### src/rtl/acpi_pkg.sv
package acpi_pkg;
  typedef enum logic [1:0] {
    PS_BLANK = 2'd0,
    PS_OFF   = 2'd1,
    PS_SLEEP = 2'd2,
    PS_ON    = 2'd3
  } pwr_state_t;

  typedef enum logic [1:0] {
    MS_IDLE = 2'd0,
    MS_WAIT = 2'd1,
    MS_RUN  = 2'd2
  } mem_state_t;
endpackage

### src/rtl/acpi_sync.sv
module acpi_sync #(
  parameter int WIDTH  = 4,
  parameter int STAGES = 2
) (
  input  logic             clk,
  input  logic             rst_n,
  input  logic [WIDTH-1:0] d_in,
  output logic [WIDTH-1:0] d_out
);
  logic [WIDTH-1:0] chain [STAGES];

  genvar g;
  generate
    for (g = 0; g < STAGES; g++) begin : g_stage
      always_ff @(posedge clk) begin
        if (!rst_n) chain[g] <= '0;
        else if (g == 0) chain[g] <= d_in;
        else chain[g] <= chain[(g == 0) ? 0 : g-1];
      end
    end
  endgenerate

  assign d_out = chain[STAGES-1];
endmodule

### src/rtl/acpi_state_fsm.sv
module acpi_state_fsm
  import acpi_pkg::*;
#(
  parameter int BLANK_CYC = 100000
) (
  input  logic       clk,
  input  logic       rst_n,
  input  logic       en_s,
  input  logic       wake_s,
  input  logic       main_s,
  output pwr_state_t pstate
);
  localparam int CW = $clog2(BLANK_CYC + 1);
  localparam logic [CW-1:0] B_LAST = CW'(BLANK_CYC - 1);

  logic [CW-1:0] bcnt;
  logic          go_on;

  assign go_on = wake_s && main_s;

  always_ff @(posedge clk) begin
    if (!rst_n) begin
      pstate <= PS_BLANK;
      bcnt   <= '0;
    end else begin
      unique case (pstate)
        PS_BLANK: begin
          if (bcnt == B_LAST) pstate <= PS_OFF;
          else bcnt <= bcnt + 1'b1;
        end
        PS_OFF: begin
          if (en_s) pstate <= go_on ? PS_ON : PS_SLEEP;
        end
        PS_SLEEP: begin
          if (!en_s) pstate <= PS_OFF;
          else if (go_on) pstate <= PS_ON;
        end
        PS_ON: begin
          if (!en_s) pstate <= PS_OFF;
          else if (!wake_s) pstate <= PS_SLEEP;
        end
        default: pstate <= PS_OFF;
      endcase
    end
  end

  // the on state is reached only on a cycle where the main rail was good
  assert_on_needs_main_R5: assert property (@(posedge clk) disable iff (!rst_n)
    (pstate == PS_ON && $past(pstate) != PS_ON) |-> $past(main_s));

  // blanking can only hold or give way to the off state
  assert_blank_exit_R9: assert property (@(posedge clk) disable iff (!rst_n)
    (pstate == PS_BLANK) |=> (pstate == PS_BLANK || pstate == PS_OFF));
endmodule

### src/rtl/acpi_mem_seq.sv
module acpi_mem_seq
  import acpi_pkg::*;
#(
  parameter int START_CYC = 5000
) (
  input  logic clk,
  input  logic rst_n,
  input  logic allow,
  input  logic start_ok,
  output logic mem_on
);
  localparam int CW = $clog2(START_CYC + 1);
  localparam logic [CW-1:0] S_LAST = CW'(START_CYC - 1);

  mem_state_t    mstate;
  logic [CW-1:0] scnt;

  always_ff @(posedge clk) begin
    if (!rst_n) begin
      mstate <= MS_IDLE;
      scnt   <= '0;
    end else begin
      unique case (mstate)
        MS_IDLE: begin
          scnt <= '0;
          if (allow && start_ok) mstate <= MS_WAIT;
        end
        MS_WAIT: begin
          if (!(allow && start_ok)) begin
            mstate <= MS_IDLE;
            scnt   <= '0;
          end else if (scnt == S_LAST) begin
            mstate <= MS_RUN;
          end else begin
            scnt <= scnt + 1'b1;
          end
        end
        MS_RUN: begin
          if (!allow) mstate <= MS_IDLE;
        end
        default: mstate <= MS_IDLE;
      endcase
    end
  end

  assign mem_on = (mstate == MS_RUN);

  // the switcher starts only once the delay counter has run out
  assert_start_delay_R6: assert property (@(posedge clk) disable iff (!rst_n)
    (mstate == MS_RUN && $past(mstate) != MS_RUN) |->
      ($past(mstate) == MS_WAIT && $past(scnt) == S_LAST));

  // a running switcher is kept while allowed
  assert_run_hold_R6: assert property (@(posedge clk) disable iff (!rst_n)
    (mstate == MS_RUN && allow) |=> (mstate == MS_RUN));
endmodule

### src/rtl/acpi_out_dec.sv
module acpi_out_dec
  import acpi_pkg::*;
(
  input  logic       clk,
  input  logic       rst_n,
  input  pwr_state_t pstate,
  input  logic       mem_on,
  input  logic       usb_s,
  input  logic       main_s,
  output logic       mem_en,
  output logic       term_en,
  output logic       ldo_en,
  output logic       blk_drv,
  output logic       dual_drv,
  output logic       usb_drv,
  output logic       sink_weak,
  output logic       sink_strong
);
  logic n_ldo, n_blk, n_dual, n_usb, n_low;

  always_comb begin
    unique case (pstate)
      PS_SLEEP: begin
        n_ldo = 1'b1; n_blk = 1'b0; n_dual = 1'b0; n_usb = ~usb_s;
      end
      PS_ON: begin
        n_ldo = 1'b0; n_blk = 1'b1; n_dual = 1'b1; n_usb = 1'b1;
      end
      default: begin
        n_ldo = 1'b1; n_blk = 1'b0; n_dual = 1'b1; n_usb = 1'b1;
      end
    endcase
    n_low = ~n_dual | ~n_usb;
  end

  always_ff @(posedge clk) begin
    if (!rst_n) begin
      mem_en      <= 1'b0;
      term_en     <= 1'b0;
      ldo_en      <= 1'b1;
      blk_drv     <= 1'b0;
      dual_drv    <= 1'b1;
      usb_drv     <= 1'b1;
      sink_weak   <= 1'b0;
      sink_strong <= 1'b0;
    end else begin
      mem_en      <= mem_on;
      term_en     <= mem_on && (pstate == PS_ON);
      ldo_en      <= n_ldo;
      blk_drv     <= n_blk;
      dual_drv    <= n_dual;
      usb_drv     <= n_usb;
      sink_weak   <= n_low && !main_s;
      sink_strong <= n_low && main_s;
    end
  end
endmodule

### src/rtl/acpi_sleep_ctrl.sv
module acpi_sleep_ctrl
  import acpi_pkg::*;
#(
  parameter int BLANK_CYC = 100000,
  parameter int START_CYC = 5000,
  parameter int SYNC_STG  = 2
) (
  input  logic clk,
  input  logic vcc_ok,
  input  logic en_req,
  input  logic wake_req,
  input  logic usb_s4,
  input  logic main_ok,
  output logic mem_en,
  output logic term_en,
  output logic ldo_en,
  output logic blk_drv,
  output logic dual_drv,
  output logic usb_drv,
  output logic sink_weak,
  output logic sink_strong
);
  localparam int NFLAG = 4;

  logic [NFLAG-1:0] raw_f, syn_f;
  logic             en_s, wake_s, usb_s, main_s;
  pwr_state_t       pstate;
  logic             mem_on;
  logic             mem_allow;

  assign raw_f = {main_ok, usb_s4, wake_req, en_req};
  assign {main_s, usb_s, wake_s, en_s} = syn_f;

  acpi_sync #(.WIDTH(NFLAG), .STAGES(SYNC_STG)) u_sync (
    .clk   (clk),
    .rst_n (vcc_ok),
    .d_in  (raw_f),
    .d_out (syn_f)
  );

  acpi_state_fsm #(.BLANK_CYC(BLANK_CYC)) u_fsm (
    .clk    (clk),
    .rst_n  (vcc_ok),
    .en_s   (en_s),
    .wake_s (wake_s),
    .main_s (main_s),
    .pstate (pstate)
  );

  assign mem_allow = en_s && (pstate != PS_BLANK);

  acpi_mem_seq #(.START_CYC(START_CYC)) u_mem (
    .clk      (clk),
    .rst_n    (vcc_ok),
    .allow    (mem_allow),
    .start_ok (main_s),
    .mem_on   (mem_on)
  );

  acpi_out_dec u_dec (
    .clk         (clk),
    .rst_n       (vcc_ok),
    .pstate      (pstate),
    .mem_on      (mem_on),
    .usb_s       (usb_s),
    .main_s      (main_s),
    .mem_en      (mem_en),
    .term_en     (term_en),
    .ldo_en      (ldo_en),
    .blk_drv     (blk_drv),
    .dual_drv    (dual_drv),
    .usb_drv     (usb_drv),
    .sink_weak   (sink_weak),
    .sink_strong (sink_strong)
  );

  assert_ldo_vs_blk_R4: assert property (@(posedge clk) disable iff (!vcc_ok)
    ldo_en != blk_drv);

  assert_term_needs_mem_R7: assert property (@(posedge clk) disable iff (!vcc_ok)
    term_en |-> mem_en);

  assert_sink_excl_R8: assert property (@(posedge clk) disable iff (!vcc_ok)
    !(sink_weak && sink_strong));

  assert_sink_only_low_R8: assert property (@(posedge clk) disable iff (!vcc_ok)
    (sink_weak || sink_strong) |-> (!dual_drv || !usb_drv));

  assert_on_drives_high_R4: assert property (@(posedge clk) disable iff (!vcc_ok)
    blk_drv |-> (dual_drv && usb_drv));
endmodule

### config.mk
export PLATFORM = sky130hd
export DESIGN_NAME = acpi_sleep_ctrl
export DESIGN_NICKNAME = d
export VERILOG_FILES = /design/src/rtl/acpi_pkg.sv /design/src/rtl/acpi_sync.sv /design/src/rtl/acpi_state_fsm.sv /design/src/rtl/acpi_mem_seq.sv /design/src/rtl/acpi_out_dec.sv /design/src/rtl/acpi_sleep_ctrl.sv
export SDC_FILE = /design/constraint.sdc
export NUM_CORES = 1
export LEC_CHECK = 0
export BUFFER_PORTS_ARGS = -buffer_cell sky130_fd_sc_hd__buf_2
export CAP_MARGIN = 40
export CORE_UTILIZATION = 45
export CTS_CLUSTER_DIAMETER = 30
export DETAILED_ROUTE_END_ITERATION = 8
export GPL_TIMING_DRIVEN = 0
export MAX_ROUTING_LAYER = met4
export PLACE_DENSITY_LB_ADDON = 0.12
export SLEW_MARGIN = 10
export SYNTH_ARGS = -nofsm -noshare
export SYNTH_HDL_FRONTEND = slang
export SYNTH_SLANG_ARGS = --single-unit
### constraint.sdc
create_clock -name clk -period 2.85 [get_ports clk]
set_input_delay 0.57 -clock clk [delete_from_list [all_inputs] [get_ports clk]]
set_output_delay 0.57 -clock clk [all_outputs]
set_load 0.01 [all_outputs]
==> flow_results.org, run 1 <==
** Floorplanning
- DIE WIDTH :: 71.9 microns
- The floorplan step defined a core boundary enclosing 4720 sq um.
- In this run the count of I/O pins placed on the die edge is 14.
- The die is 71.9 microns tall.
- The initialized floorplan defines 25 standard-cell rows.
- The floorplan step defined a die boundary enclosing 5170 sq um.
- Initial standard-cell utilization of the core :: 46.6%

** Route
- Remaining antenna violation count :: 0
- Average wire per cell in the routed design :: 12.8 microns
- The routed layout has 1,719 vias.
- Top routing layer in use :: met4
- Met2 wire length :: 1.83 mm
- In the final routing, the length of wire on met1 measures 2.15 mm.
- First-pass DRT Iterations :: 4
- After the first detailed-routing iteration, the DRC count stood at 63.
- Using the TritonRoute via totals, the vias-per-cell ratio works out to 5.34.
- In the detailed route, the total length drawn on met3 is 83 microns.
- The final layout contains routed wiring with a total length of 4.14 mm.
- Number of design rule violations left after detail routing :: 0

** Clocking
- H-Tree Depth :: 2
- TritonCTS clock tree :: done
- Clock latency on the worst-skew pair, taken at its later pin, is 0.31 ns.
- Cell at the root of the clock tree :: sky130_fd_sc_hd__clkbuf_8
- Num Clock Sinks :: 50
- The number of gates resized after CTS was 0.
- Clock edge transition at the registers on the reported setup and hold paths :: 0.09 ns
- Cts bufs inserted :: 5
- Setup bufs post-CTS :: 0
- The clock passes through at most 2 buffers.
- Hold Buf Count CTS :: 0

** Logic synthesis
- Xor/xnor share of the synthesized area :: 4.38%
- Commonest cells in the netlist :: sky130_fd_sc_hd__dfxtp_1 (50), sky130_fd_sc_hd__nor2_1 (19), sky130_fd_sc_hd__nand2_1 (18)
- Share of the synthesized area in compound gates (AO/OA/AOI/OAI) :: 12.4%
- Fraction of synthesis flops using an asynchronous set or reset pin :: 0%
- The number of nets in the synthesized netlist is 243.
- Number of enable-type register cells in the synthesized netlist :: 0
- The number of different library cells used by synthesis comes to 48.
- By area, the combinational part of the netlist is dominated by simple AND/OR/NAND/NOR gates.
- Area of the mapped netlist :: 2200 sq um
- In the synthesized netlist the dominant register cell turns out to be sky130_fd_sc_hd__dfxtp_1.
- Of the total synthesized cell area, the portion taken by AND, OR, NAND and NOR gates is 30.9%.
- Area share of fa/ha/maj cells after synthesis :: 1.14%
- After synthesis, the share of cell area in mux cells is 1.42%.
- For this run, the number of Yosys warnings is 0.
- Dividing the synthesized area by the synthesized cell count gives 9.37 sq um.
- Of the synthesized area, sequential elements account for 45.5%.
- Synth area leaders :: sky130_fd_sc_hd__dfxtp_1 (45%), sky130_fd_sc_hd__and4_1 (3.6%), sky130_fd_sc_hd__nand4_1 (3.4%)
- Post-Synthesis Cells :: 235
- Summed over all instances, the cell type with the most area after synthesis is sky130_fd_sc_hd__dfxtp_1.
- The synthesized design contains 50 register bits.
- The most common cell in the synthesized netlist is sky130_fd_sc_hd__dfxtp_1.
- The share of synthesized area in the top cell type comes to 45.5%.

** Critical path
- For this run, the slowest stage of the critical path takes 0.55 ns.
- At the worst endpoint, the arrival time is 2.12 ns.
- Required @ worst endpoint :: 3.05 ns
- The slowest stage of the critical path belongs to the cell sky130_fd_sc_hd__o21ai_1.
- Peak fanout along the critical path :: 9
- The critical path is of the register to register type.
- Across all register-to-register paths, the minimum setup slack is 0.93 ns.
- Crit path capture :: u_mem.scnt[12]$_SDFFE_PN0P_
- STA classifies the critical path endpoint as a register.
- STA classifies the critical path startpoint as a register.
- The endpoint identified for the worst register-to-register timing path is u_mem.scnt[12]$_SDFFE_PN0P_.
- Worst reg-to-reg path cell count :: 5
- Startpoint of the worst setup timing path :: u_fsm.pstate[0]$_SDFFE_PN0P_
- Critical R2R Launch :: u_fsm.pstate[0]$_SDFFE_PN0P_
- The critical path goes through buf_4 > o2111a_1 > o21ai_1 > a21oi_1 > a221o_1.

** Global route
- Grt ovf :: 0
- The number of antenna violations at the first check in global routing came to 0.
- Wire length of the first global-routing pass :: 7.36 mm
- Vias in the first global route :: 1,583
- For this run, the total global-route usage over all layers was measured as 18.5%.
- Maximum number of pins on one net before global-route repair :: 17

** Placed design
- Inst Count DP :: 314
- In this run the tool buffered the top-level ports with 12 buffer cells.
- Placed wire-length estimate after detailed placement :: 2.93 mm
- Routability-driven placement finished with a final weighted congestion of 0.831.

** Hold path
- Worst min path class :: register to register

** Finish
- At the end of the flow, the number of nets in the layout was 262.
- Relative to the synthesized area, the layout overhead comes to 11.7%.
- Cells fill 52.0% of the core in the end.
- Cells with a size suffix above 1 make up 12.9% of the layout.
- The layout has 444 filler cells.
- Final standard cell count with taps included and fillers excluded :: 322
- Antenna fix cells :: 0

** Power and ir drop
- Pint :: 0.000980 W
- Overall power consumption after layout is estimated at 0.00124 W.
- P per Cell Area :: 506 nW/um^2
- In this run the static leakage power is 0.922 nW.
- Clock Power Share :: 40.8%
- VDD sags by at most 393 uV.
- Combinational Power Share :: 1.9%
- Power dissipated by switching net loads :: 0.000263 W
- The share of total power dissipated in sequential elements is 57.3%.
- Net switching share of the total power :: 21.2%

** Run
- Number of maximum-capacitance violations :: 0

** STA
- Across the routed clock network, the largest skew measured is 0.00703 ns.
- The number of endpoints with negative hold slack in the final report came to 0.
- Setup TNS :: 0 ns
- Measured against its own limit, the worst slew margin works out to 53.6%.
- Final period util :: 67.5%
- RSZ-0062 raised after global routing :: false
- Clock period minus worst slack :: 1.92 ns
- Slew at the pin closest to its max-slew limit :: 0.692 ns
- Derived from the worst setup path, the maximum achievable clock frequency is 520 MHz.
- The number of pins with negative max-slew slack in the final report came to 0.
- Setup violations remaining at the end of the flow were counted as 0.

** Run status
- Run status :: finished, final reports clean
[worst min-delay path by stage]
stage                                   from                       end  slack [ns]  cells after the start
2_1_floorplan  u_sync.chain[1][2]$_SDFF_PN0_  u_dec.usb_drv$_SDFF_PN1_        0.34                      1
3_3_place_gp   u_sync.chain[1][2]$_SDFF_PN0_  u_dec.usb_drv$_SDFF_PN1_        0.35                      1
3_5_place_dp   u_sync.chain[1][2]$_SDFF_PN0_  u_dec.usb_drv$_SDFF_PN1_        0.36                      1
4_1_cts        u_sync.chain[1][2]$_SDFF_PN0_  u_dec.usb_drv$_SDFF_PN1_        0.38                      1
5_1_grt        u_sync.chain[1][2]$_SDFF_PN0_  u_dec.usb_drv$_SDFF_PN1_        0.39                      1
6_report       u_sync.chain[1][2]$_SDFF_PN0_  u_dec.usb_drv$_SDFF_PN1_        0.37                      1
[through the flow]
| step | hold WS, ns | setup slack (ns) | area (sq um) |
|---|---|---|---|
| after floorplan | 0.343 | 1.16 | 2200 |
| after global placement | 0.345 | 0.866 | 2340 |
| after detailed placement | 0.356 | 0.875 | 2340 |
| after CTS | 0.379 | 0.870 | 2460 |
| after global routing | 0.388 | 0.784 | 2460 |
| final | 0.373 | 0.927 | 2460 |
[power by group through the flow]
| stage | Clock (W) | Combinational [W] | Sequential, W |
|---|---|---|---|
| floorplan | 0 | 0.0000169 | 0.000727 |
| global placement | 0 | 0.0000234 | 0.000729 |
| detailed placement | 0 | 0.0000238 | 0.000729 |
| global route | 0.000558 | 0.0000268 | 0.000714 |
| finish | 0.000507 | 0.0000233 | 0.000713 |
| CTS | 0.000525 | 0.0000238 | 0.000713 |
[cells in the final DEF, fill, tap and decap left out, types with 2 or more instances in the layout]
cell                       Yosys  routed
sky130_fd_sc_hd__mux2i_1       2       2
sky130_fd_sc_hd__nand4_1      12      12
sky130_fd_sc_hd__o21ai_0       6       6
sky130_fd_sc_hd__ha_1          2       2
sky130_fd_sc_hd__nor2_1       19      19
sky130_fd_sc_hd__and3_1        6       6
sky130_fd_sc_hd__and2_1       11      11
sky130_fd_sc_hd__nand4b_1      3       3
sky130_fd_sc_hd__or4_1         8       8
sky130_fd_sc_hd__clkbuf_8      0       5
sky130_fd_sc_hd__nor3_2        2       2
sky130_fd_sc_hd__o2111a_1      2       2
sky130_fd_sc_hd__a21oi_1      14      14
sky130_fd_sc_hd__nand2_1      18      18
sky130_fd_sc_hd__or3_1         4       4
sky130_fd_sc_hd__nor3_1        2       2
sky130_fd_sc_hd__clkbuf_1      4       4
sky130_fd_sc_hd__buf_2         4      16
sky130_fd_sc_hd__o31ai_1       7       7
sky130_fd_sc_hd__a221o_1       2       2
sky130_fd_sc_hd__nand3_1       5       5
sky130_fd_sc_hd__inv_1         7       7
sky130_fd_sc_hd__xor2_1        8       8
sky130_fd_sc_hd__o21ai_1       2       2
sky130_fd_sc_hd__buf_6         2       2
sky130_fd_sc_hd__xnor2_1       3       3
sky130_fd_sc_hd__dfxtp_1      50      50
sky130_fd_sc_hd__and4_1        9       9
[cell families (layout without fill, tap and decap cells)]
family,after synthesis,count (layout)
AO/OA/AOI/OAI,41,41
flip-flops,50,50
XOR/XNOR,11,11
multiplexers,3,3
adder cells (fa/ha/maj),2,2
buffers and inverters,19,39
AND/OR/NAND/NOR,109,109
[area by class of cell]
class	instances	area, sq um	area share, %
multi-input cells	166	1100	45.0
flip-flops and latches	50	1000	40.7
well taps	67	83.8	3.41
clock buffers	5	68.8	2.80
plain buffers	11	65.1	2.65
repair buffers	12	60.1	2.44
clock inverters	3	43.8	1.78
inverters	8	30.0	1.22
[critical path: cells and delay by family, from the launching register on]
family          cells  cell delay (ns)
flops               1             0.31
compound gates      4             1.35
buf+inv             1             0.15
[flip-flops by register name, indices dropped and copies added (netlist names)]
register,flops
u_dec.blk_drv,1
u_dec.dual_drv,1
u_dec.ldo_en,1
u_dec.mem_en,1
u_dec.sink_strong,1
u_dec.sink_weak,1
u_dec.term_en,1
u_dec.usb_drv,1
u_fsm.bcnt,17
u_fsm.pstate,2
u_mem.mstate,2
u_mem.scnt,13
u_sync.chain,8
[layer usage]
metal	track usage (%)	vias to the layer above
li1	-	902
met5	-	-
met2	27.8	17
met1	24.2	793
met4	7.84	0
met3	4.17	7
No activity file was read; power rests on OpenSTA's default activity.
==> inputs of run 2 (changes only) <==
Settings changed: ABC_AREA set to 1.
Clock period 2.85 ns to 1.6 ns, I/O delays scaled along.
==> run 2 against run 1 <==
Against the previous run:
- combinational power is 140% higher
- critical path depth up 4
- wire length up 25%
- die area up 12%
- total power is 70% higher
- via count up 32%
- final cell count increased by 45%
- area after synthesis grew 12%
- first-iteration DRC count increased by 67%
- sequential share of layout area is 5.5 points lower
- register-to-register slack got worse by 0.85 ns
- clock skew about the same
- largest power group unchanged
==> flow_results.org, run 2 <==
** Run status
- Run status :: finished, final reports clean

** Route
- The antenna violation net count after detailed routing came to 0 (unchanged).
- The overall via count from detail_route was 2,267 (+32%).
- The count of routing violations after the opening detailed-route iteration came to 105 (+67%).
- The total met3 wirelength after detailed routing was 145 microns (+75%).
- The routed wire length is 5.16 mm (+25%).
- Average wire per cell in the routed design :: 11.1 microns (-14%)
- The length of the first detailed-routing pass in iterations came to 4 (unchanged).
- Drt via density :: 4.86 (-8.9%)
- Met2 wire length :: 2.33 mm (+27%)
- The routed metal-1 wire length was 2.60 mm (+21%).
- The highest metal layer carrying signal wires in the routed design is met4.
- The post-detailed-route DRC marker count was 0 (unchanged).

** Finish
- Share of final-layout standard cells stronger than drive strength 1 :: 14.9% (+2.0 points)
- The final instance area came to 2870 sq um (+17%).
- Relative to the synthesized area, the layout overhead comes to 16.3%.
- Final standard cell count with taps included and fillers excluded :: 466 (+45%)
- Total area of multi-input combinational cells :: 1360 sq um (+23%)
- Total area of sequential cells :: 1010 sq um (+1.1%)
- Post-layout nets :: 403 (+54%)
- Antenna fix cells :: 0 (unchanged)
- Top Registers :: u_fsm.bcnt (17), u_mem.scnt (13), u_sync.chain (8)
- Final core utilization :: 55.2% (+3.2 points)
- Commonest cells after routing, fill and taps aside :: sky130_fd_sc_hd__nand2_1 (121), sky130_fd_sc_hd__nor2_1 (46), sky130_fd_sc_hd__inv_1 (45), sky130_fd_sc_hd__dfxtp_1 (45), sky130_fd_sc_hd__a21oi_1 (23)
- Leading cell type in the layout, fill and taps excluded :: sky130_fd_sc_hd__nand2_1
- # fillers :: 505 (+14%)
- Number of flip-flops under the largest register name :: 17 (unchanged)
- Top register by number of flip-flops :: u_fsm.bcnt

** Hold path
- Worst min path class :: input port to register

** Logic synthesis
- The commonest cells after synthesis are sky130_fd_sc_hd__nand2_1 (125), sky130_fd_sc_hd__dfxtp_1 (50), sky130_fd_sc_hd__nor2_1 (50).
- Synthesized area divided by synthesized cell count :: 6.64 sq um (-29%)
- Fraction of synthesis flops using an asynchronous set or reset pin :: 0% (unchanged)
- Number of enable-type register cells in the synthesized netlist :: 0 (unchanged)
- After synthesis, the largest family of logic cells by area is simple AND/OR/NAND/NOR gates.
- Yosys warning count :: 0 (unchanged)
- The share of synthesized area occupied by flip-flops and latches is 40.5% (-5.0 points).
- Area of the mapped netlist :: 2470 sq um (+12%)
- Multiplexer share of the synthesized area :: 0% (-1.4 points)
- The number of distinct library cells after synthesis is 27 (-44%).
- The simple-gate portion of the synthesized area is 36.6% (+5.7 points).
- Share of the synthesized area in compound gates (AO/OA/AOI/OAI) :: 8.96% (-3.4 points)
- The cell count after synthesis came to 372 (+58%).
- The share of the synthesized netlist area taken by xor and xnor gates was 4.25% (-0.12 points).
- Flop and latch count out of synthesis :: 50 (unchanged)
- Area share of fa/ha/maj cells after synthesis :: 1.01% (-0.12 points)
- Cell type with the largest total area after synthesis :: sky130_fd_sc_hd__dfxtp_1
- Main flop type after synthesis :: sky130_fd_sc_hd__dfxtp_1
- Most common cell in the synthesized netlist :: sky130_fd_sc_hd__nand2_1
- Yosys attributes the largest share of cell area to sky130_fd_sc_hd__dfxtp_1 (41%), sky130_fd_sc_hd__nand2_1 (19%), sky130_fd_sc_hd__nor2_1 (7.6%).
- Top-area cell type share of the netlist area :: 40.5% (-5.0 points)
- Net count after synthesis :: 380 (+56%)

** STA
- The clock period minus worst slack came to 1.52 ns (-0.400 ns).
- Maximum clock skew at final layout :: 0.00749 ns (+0.000464 ns)
- Setup violation total in the final timing report :: 0 (unchanged)
- Normalized max-slew margin :: 63.9% (+10 points)
- The highest attainable clock frequency came to 657 MHz (+26%).
- The ratio of final minimum period to clock period came to 95.1% (+28 points).
- Setup repair after global routing could not meet its margin everywhere.
- The number of endpoints with negative hold slack in the final report is 0 (unchanged).
- The pin slew with the least headroom to its limit is 0.541 ns (-0.151 ns).
- The number of pins with negative max-slew slack in the final report is 0 (unchanged).
- Setup TNS :: 0 ns (unchanged)

** Global route
- The total global routing overflow came to 0 (unchanged).
- Vias in the first global route :: 2,086 (+32%)
- Maximum number of pins on one net before global-route repair :: 19 (+2)
- Number of antenna violations at the first check in global routing :: 0 (unchanged)
- Wire length of the first global-routing pass :: 8.80 mm (+19%)
- Total Routing Usage GR :: 19.1% (+0.58 points)

** Clocking
- Maximum clock insertion buffer count :: 2 (unchanged)
- H-Tree Depth :: 2 (unchanged)
- CTS placed an instance of sky130_fd_sc_hd__clkbuf_8 at the clock tree root.
- The number of buffers created by CTS was 5 (unchanged).
- Num Clock Sinks :: 50 (unchanged)
- Clock network latency to the later pin of the worst-skew pair :: 0.31 ns (about the same)
- TritonCTS built the clock tree.
- Clock edge transition at the registers on the reported setup and hold paths :: 0.10 ns (about the same)

** Run
- The number of maximum-capacitance constraint violations came to 0 (unchanged).

** Power and ir drop
- The internal power is 0.00161 W (+64%).
- The net switching fraction of the power is 24.1% (+2.9 points).
- The sequential power share was 60.2% (+2.9 points).
- Leakage power figure :: 1.14 nW (+23%)
- P per Cell Area :: 737 nW/um^2 (+46%)
- The power spent charging and discharging nets came to 0.000510 W (+94%).
- Combinational Power Share :: 2.6% (+0.7 points)
- Peak supply drop :: 629 uV (+60%)
- The relative contribution of the clock network to total power came to 37.3% (-3.5 points).

** Floorplanning
- Initial standard-cell utilization of the core :: 47.5% (+0.88 points)
- The height of the chip is 76.1 microns (+5.8%).
- Total number of placement rows :: 26 (+4.0%)
- The die boundary width was 76.1 microns (+5.8%).
- Area of the core :: 5200 sq um (+10%)
- The full die area is 5790 sq um (+12%).
- Top-level port count :: 14 (unchanged)

** Critical path
- Data arrival time of the worst path :: 1.76 ns (-0.36 ns)
- The worst setup path is of the register to register kind.
- The worst path required time came to 1.83 ns (-1.22 ns).
- The maximum net fanout on the critical path came to 10 (+1).
- STA classifies the critical path startpoint as a register.
- Type of destination of the critical path :: register

** Placed design
- The cell area after placement was 2620 sq um (+12%).
- Global placer's final weighted congestion :: 0.850 (+2.2%)
- The total instance count after detailed placement was 454 (+45%).
- Count of buffers from port buffering :: 12 (unchanged)
- The detailed placer's ending HPWL came to 3.63 mm (+24%).
==> run 2: changes by cell type in the layout (fill, tap and decap cells not counted), moves of 8 or more <==
| cell | before | now |
|---|---|---|
| sky130_fd_sc_hd__nand2_1 | 18 | 121 |
| sky130_fd_sc_hd__a21oi_1 | 14 | 23 |
| sky130_fd_sc_hd__nand3_1 | 5 | 16 |
| sky130_fd_sc_hd__inv_1 | 7 | 45 |
| sky130_fd_sc_hd__and2_1 | 11 | 0 |
| sky130_fd_sc_hd__and4_1 | 9 | 0 |
| sky130_fd_sc_hd__or4_1 | 8 | 0 |
| sky130_fd_sc_hd__nor2_1 | 19 | 46 |
==> run 2: path summary, 6_finish.rpt <==
| kind | end | start | cells past startpoint | slack, ns |
|---|---|---|---|---|
| worst min register to register | u_dec.usb_drv$_SDFF_PN1_ | u_sync.chain[1][2]$_SDFF_PN0_ | 1 | 0.41 |
| worst max-delay path | u_fsm.bcnt[13]$_SDFFE_PN0P_ | u_fsm.bcnt[1]$_SDFFE_PN0P_ | 9 | 0.08 |
| worst max register to register | u_fsm.bcnt[13]$_SDFFE_PN0P_ | u_fsm.bcnt[1]$_SDFFE_PN0P_ | 9 | 0.08 |
| worst min-delay path | u_sync.chain[0][1]$_SDFF_PN0_ | wake_req | 3 | 0.19 |
==> run 2: final cells by class <==
class	count	share of cell area, %
multi-input combinational	270	47.5
sequential	50	35.2
inverter	47	6.14
timing repair buffer	15	3.31
tap	70	3.05
clock buffer	5	2.39
buffer	6	1.44
clock inverter	3	1.00
==> run 2: repair_timing <==
action	in CTS	in global routing
setup endpoints to repair	26	30
cloned	1	0
pin swaps	2	1
setup buffers	2	1
gates resized for setup	12	19
hold buffers	0	0
==> run 2: through the flow <==
step / hold slack [ns] / power (W) / setup WS [ns]
after floorplan: 0.366 / 0.00133 / 0.144
after global placement: 0.382 / 0.00135 / -0.0918
after detailed placement: 0.390 / 0.00135 / -0.122
after CTS: 0.180 / 0.00215 / 0.00874
after global routing: 0.177 / 0.00222 / -0.0189
final: 0.189 / 0.00212 / 0.0779
==> run 2: power by group through the flow <==
stage	Clock, W	Combinational [W]	Sequential [W]
2_1_floorplan	0	0.0000340	0.00130
3_5_place_dp	0	0.0000491	0.00130
3_3_place_gp	0	0.0000477	0.00130
6_report	0.000789	0.0000549	0.00127
5_1_grt	0.000877	0.0000631	0.00128
4_1_cts	0.000826	0.0000504	0.00127
==> run 2: layer usage <==
layer  up-vias  global-route usage [%]
met3        10                    4.07
met1      1019                    23.3
met2        35                    31.5
met5         -                       -
li1       1203                       -
met4         0                    6.35
==> run 2: cell families after synthesis <==
family | after synthesis
compound gates | 39
xor+xnor | 12
fa+ha+maj | 2
buf+inv | 53
flops | 50
simple gates | 216
==> run 2: worst max-delay path: stages (launching register included) <==
cell                      delay [ns]
sky130_fd_sc_hd__dfxtp_4        0.37
sky130_fd_sc_hd__ha_4           0.16
sky130_fd_sc_hd__nand2_2        0.09
sky130_fd_sc_hd__nor2_4         0.05
sky130_fd_sc_hd__inv_2          0.06
sky130_fd_sc_hd__nor2_4         0.05
sky130_fd_sc_hd__a21oi_4        0.29
sky130_fd_sc_hd__buf_6          0.20
sky130_fd_sc_hd__nand2_1        0.07
sky130_fd_sc_hd__a21oi_1        0.12
==> inputs of run 3 (changes only) <==
Settings changed: SETUP_SLACK_MARGIN set to 0.3.
==> run 3 against run 2 <==
Against the previous run:
- global-route usage increased by 2.9 points
- design area increased by 11%
- combinational power increased by 25%
- non-clock buffer count increased by 12
- critical endpoint is now u_fsm.bcnt[14]$_SDFFE_PN0P_
- core utilization increased by 5.9 points
- sequential share of layout area decreased by 3.1 points
- sequential cell count unchanged
- worst setup slack improved by 0.023 ns
- wire length increased by 15%
==> flow_results.org, run 3 (synthesized netlist as in run 2, its figures left out) <==
** Run status
- The flow ran to the end, and the final reports show no timing, DRC or antenna violations.

** Power and ir drop
- Leakage power figure :: 1.27 nW (+12%)
- The power per cell area is 665 nW/um^2 (-9.8%).
- Peak supply drop :: 609 uV (-3.2%)

** STA
- Setup violation total in the final timing report :: 0 (unchanged)
- RSZ-0062 raised after global routing :: true
- Slew Limit Fails :: 0 (unchanged)
- Slew at the pin closest to its max-slew limit :: 0.523 ns (-0.0179 ns)
- Clock period minus worst slack :: 1.50 ns (-0.0234 ns)
- Normalized max-slew margin :: 65.1% (+1.2 points)
- Maximum clock skew at final layout :: 0.00285 ns (-0.00464 ns)
- Setup TNS :: 0 ns (unchanged)
- Highest attainable clock frequency :: 667 MHz (+1.6%)
- The number of endpoints with negative hold slack in the final report came to 0 (unchanged).
- Final period util :: 93.7% (-1.5 points)
- The smallest setup slack after layout was 0.101 ns (+0.0234 ns).

** Route
- The length of the first detailed-routing pass in iterations came to 4 (unchanged).
- Overall via count from detail_route :: 2,371 (+4.6%)
- Remaining antenna violation count :: 0 (unchanged)
- Number of design rule violations left after detail routing :: 0 (unchanged)
- The count of routing violations after the opening detailed-route iteration was 88 (-16%).
- The routed wire length is 5.93 mm (+15%).
- The detail-routed via count per cell was 4.95 (+1.7%).
- Average wire per cell in the routed design :: 12.4 microns (+12%)

** Global route
- Wire length of the first global-routing pass :: 9.91 mm (+13%)
- The global routing met2 resource utilization is 39.5% (+7.9 points).
- The global router's overall resource usage was 22.0% (+2.9 points).
- The total global routing overflow was 0 (unchanged).
- Met3 GRT Util :: 3.95% (-0.12 points)
- The via count of the first global-routing pass was 2,264 (+8.5%).
- Maximum number of pins on one net before global-route repair :: 18 (-1)
- The number of antenna violations at the first check in global routing came to 0 (unchanged).
- The global routing stage identified its most utilized layer as met2.
- The global routing usage on met1 was 24.2% (+0.92 points).

** Finish
- Post-layout nets :: 416 (+3.2%)
- Top register by number of flip-flops :: u_fsm.bcnt
- Leading cell type in the layout, fill and taps excluded :: sky130_fd_sc_hd__nand2_1
- Final core utilization :: 61.1% (+5.9 points)
- The top cell types in the final layout, fill and taps aside, are sky130_fd_sc_hd__nand2_1 (105), sky130_fd_sc_hd__inv_1 (41), sky130_fd_sc_hd__nor2_1 (40), sky130_fd_sc_hd__dfxtp_1 (38), sky130_fd_sc_hd__a21oi_1 (19).
- The number of flip-flops under the largest register name is 17 (unchanged).
- The share of cells above drive strength 1 is 28.1% (+13 points).
- Area overhead of the layout relative to synthesis :: 28.8%
- Top Registers :: u_fsm.bcnt (17), u_mem.scnt (13), u_sync.chain (8)
- Antenna fix cells :: 0 (unchanged)

** Critical path
- Worst reg-to-reg path cell count :: 10 (+1)
- The data arrival time at the worst-slack endpoint came to 1.75 ns (about the same).
- The maximum net fanout on the critical path is 5 (-5).
- STA classifies the critical path endpoint as a register.
- Required @ worst endpoint :: 1.85 ns (+0.02 ns)
- Worst Setup Start Kind :: register
- Endpoint of the worst-slack reg-to-reg timing path :: u_fsm.bcnt[14]$_SDFFE_PN0P_
- Register-to-register path setup slack :: 0.10 ns (+0.02 ns)
- Critical R2R Launch :: u_fsm.bcnt[1]$_SDFFE_PN0P_
- Setup Crit Path Kind :: register to register

** Hold path
- The worst hold path terminates at u_sync.chain[0][2]$_SDFF_PN0_.
- The worst hold path cell count came to 3 (unchanged).
- Worst min path class :: input port to register
- Worst hold path startpoint :: usb_s4

** Placed design
- The number of port buffers was 12 (unchanged).
- Global placer's final weighted congestion :: 0.838 (-1.4%)
- The worst setup slack after placement was 0.0127 ns (+0.135 ns).
- The detailed placer's ending HPWL came to 3.72 mm (+2.5%).

** Clocking
- TritonCTS clock tree :: done
- The clock transition at the register clock pins on the worst setup and hold paths after CTS is 0.10 ns (about the same).
- The maximum buffer depth of the clock tree is 2 (unchanged).
- The number of buffers created by CTS was 5 (unchanged).
- The clock latency reported for the late side of the worst-skew pair came to 0.31 ns (about the same).
- The maximum level of the CTS H-tree came to 2 (unchanged).
- Hold Buf Count CTS :: 0 (unchanged)
- Num Clock Sinks :: 50 (unchanged)
- Clock tree synthesis selected as its root buffer the cell sky130_fd_sc_hd__clkbuf_8.

** Floorplanning
- Chip Height :: 76.1 microns (unchanged)
- Top-level port count :: 14 (unchanged)
- Total number of placement rows :: 26 (unchanged)
- The full die area came to 5790 sq um (unchanged).
- The die boundary width came to 76.1 microns (unchanged).
- Area of the core :: 5200 sq um (unchanged)
- The initial cell density of the core came to 47.5% (unchanged).

** Run
- The number of maximum-capacitance constraint violations was 0 (unchanged).
==> run 3: changes by cell type in the layout (fill, tap and decap cells not counted), moves of 4 or more <==
cell | before | now
sky130_fd_sc_hd__a21oi_1 | 23 | 19
sky130_fd_sc_hd__a21oi_2 | 4 | 8
sky130_fd_sc_hd__nand2_2 | 6 | 18
sky130_fd_sc_hd__dfxtp_2 | 3 | 9
sky130_fd_sc_hd__nor2_1 | 46 | 40
sky130_fd_sc_hd__buf_6 | 1 | 6
sky130_fd_sc_hd__buf_4 | 2 | 9
sky130_fd_sc_hd__dfxtp_1 | 45 | 38
sky130_fd_sc_hd__inv_2 | 1 | 6
sky130_fd_sc_hd__nand2_1 | 121 | 105
sky130_fd_sc_hd__nand2_4 | 1 | 6
sky130_fd_sc_hd__inv_1 | 45 | 41
sky130_fd_sc_hd__nor2_4 | 3 | 10
==> run 3: cell type report <==
cell class                      count  area [sq um]
Clock inverter                      3          25.0
Buffer                              6          42.5
Sequential cell                    50          1020
Tap cell                           70          87.6
Clock buffer                        5          68.8
Multi-Input combinational cell    271          1550
Inverter                           47           176
Fill cell                         466          2020
Timing Repair Buffer               27           211
==> run 3: what timing repair did <==
item	4_1_cts	5_1_grt
setup buffers	12	1
resized for setup	56	26
hold endpoints to repair	0	0
gates cloned	4	0
setup endpoints to repair	31	35
pin swaps	25	17
==> run 3: worst max path at each step <==
stage	start	end	slack, ns	cells past startpoint
2_1_floorplan	u_fsm.bcnt[1]$_SDFFE_PN0P_	u_fsm.bcnt[13]$_SDFFE_PN0P_	0.23	10
3_3_place_gp	vcc_ok	u_fsm.bcnt[13]$_SDFFE_PN0P_	0.03	4
3_5_place_dp	vcc_ok	u_fsm.bcnt[14]$_SDFFE_PN0P_	0.01	4
4_1_cts	u_fsm.bcnt[0]$_SDFFE_PN0P_	u_fsm.bcnt[14]$_SDFFE_PN0P_	0.12	10
5_1_grt	u_fsm.bcnt[1]$_SDFFE_PN0P_	u_fsm.bcnt[14]$_SDFFE_PN0P_	0.01	11
6_report	u_fsm.bcnt[1]$_SDFFE_PN0P_	u_fsm.bcnt[14]$_SDFFE_PN0P_	0.10	10
==> run 3: power by group <==
part           leakage, nW  total (W)  internal, W  switching [W]
sequential           0.412    0.00127      0.00126      0.0000136
clock               0.0447   0.000774     0.000316       0.000458
combinational        0.812  0.0000685    0.0000270      0.0000414
total                 1.27    0.00211      0.00160       0.000513
==> run 3: per-layer routing <==
metal | part of all wire (%) | up-vias
li1 | - | 1237
met1 | 43 | 1086
met2 | 52 | 38
met3 | 2.9 | 10
met4 | 1.6 | 0
met5 | 0 | -
==> run 3: per-stage QoR <==
| step | area [sq um] | hold slack, ns | cells | total power, W |
|---|---|---|---|---|
| detailed placement | 2680 | 0.383 | 454 | 0.00136 |
| CTS | 3090 | 0.177 | 478 | 0.00213 |
| global route | 3180 | 0.181 | 479 | 0.00219 |
| finish | 3180 | 0.181 | 479 | 0.00211 |
| global placement | 2680 | 0.373 | 454 | 0.00136 |
| floorplan | 2530 | 0.366 | 372 | 0.00134 |
==> run 3: worst max-delay path, stage by stage, from the launching register on <==
cell and delay, ns:
sky130_fd_sc_hd__dfxtp_4 0.36, sky130_fd_sc_hd__ha_4 0.16, sky130_fd_sc_hd__nand2_4 0.07, sky130_fd_sc_hd__nor2_4 0.05
sky130_fd_sc_hd__inv_2 0.06, sky130_fd_sc_hd__nor2_4 0.04, sky130_fd_sc_hd__buf_6 0.12, sky130_fd_sc_hd__a21oi_4 0.21
sky130_fd_sc_hd__buf_6 0.17, sky130_fd_sc_hd__nand2_1 0.08, sky130_fd_sc_hd__a21oi_2 0.13
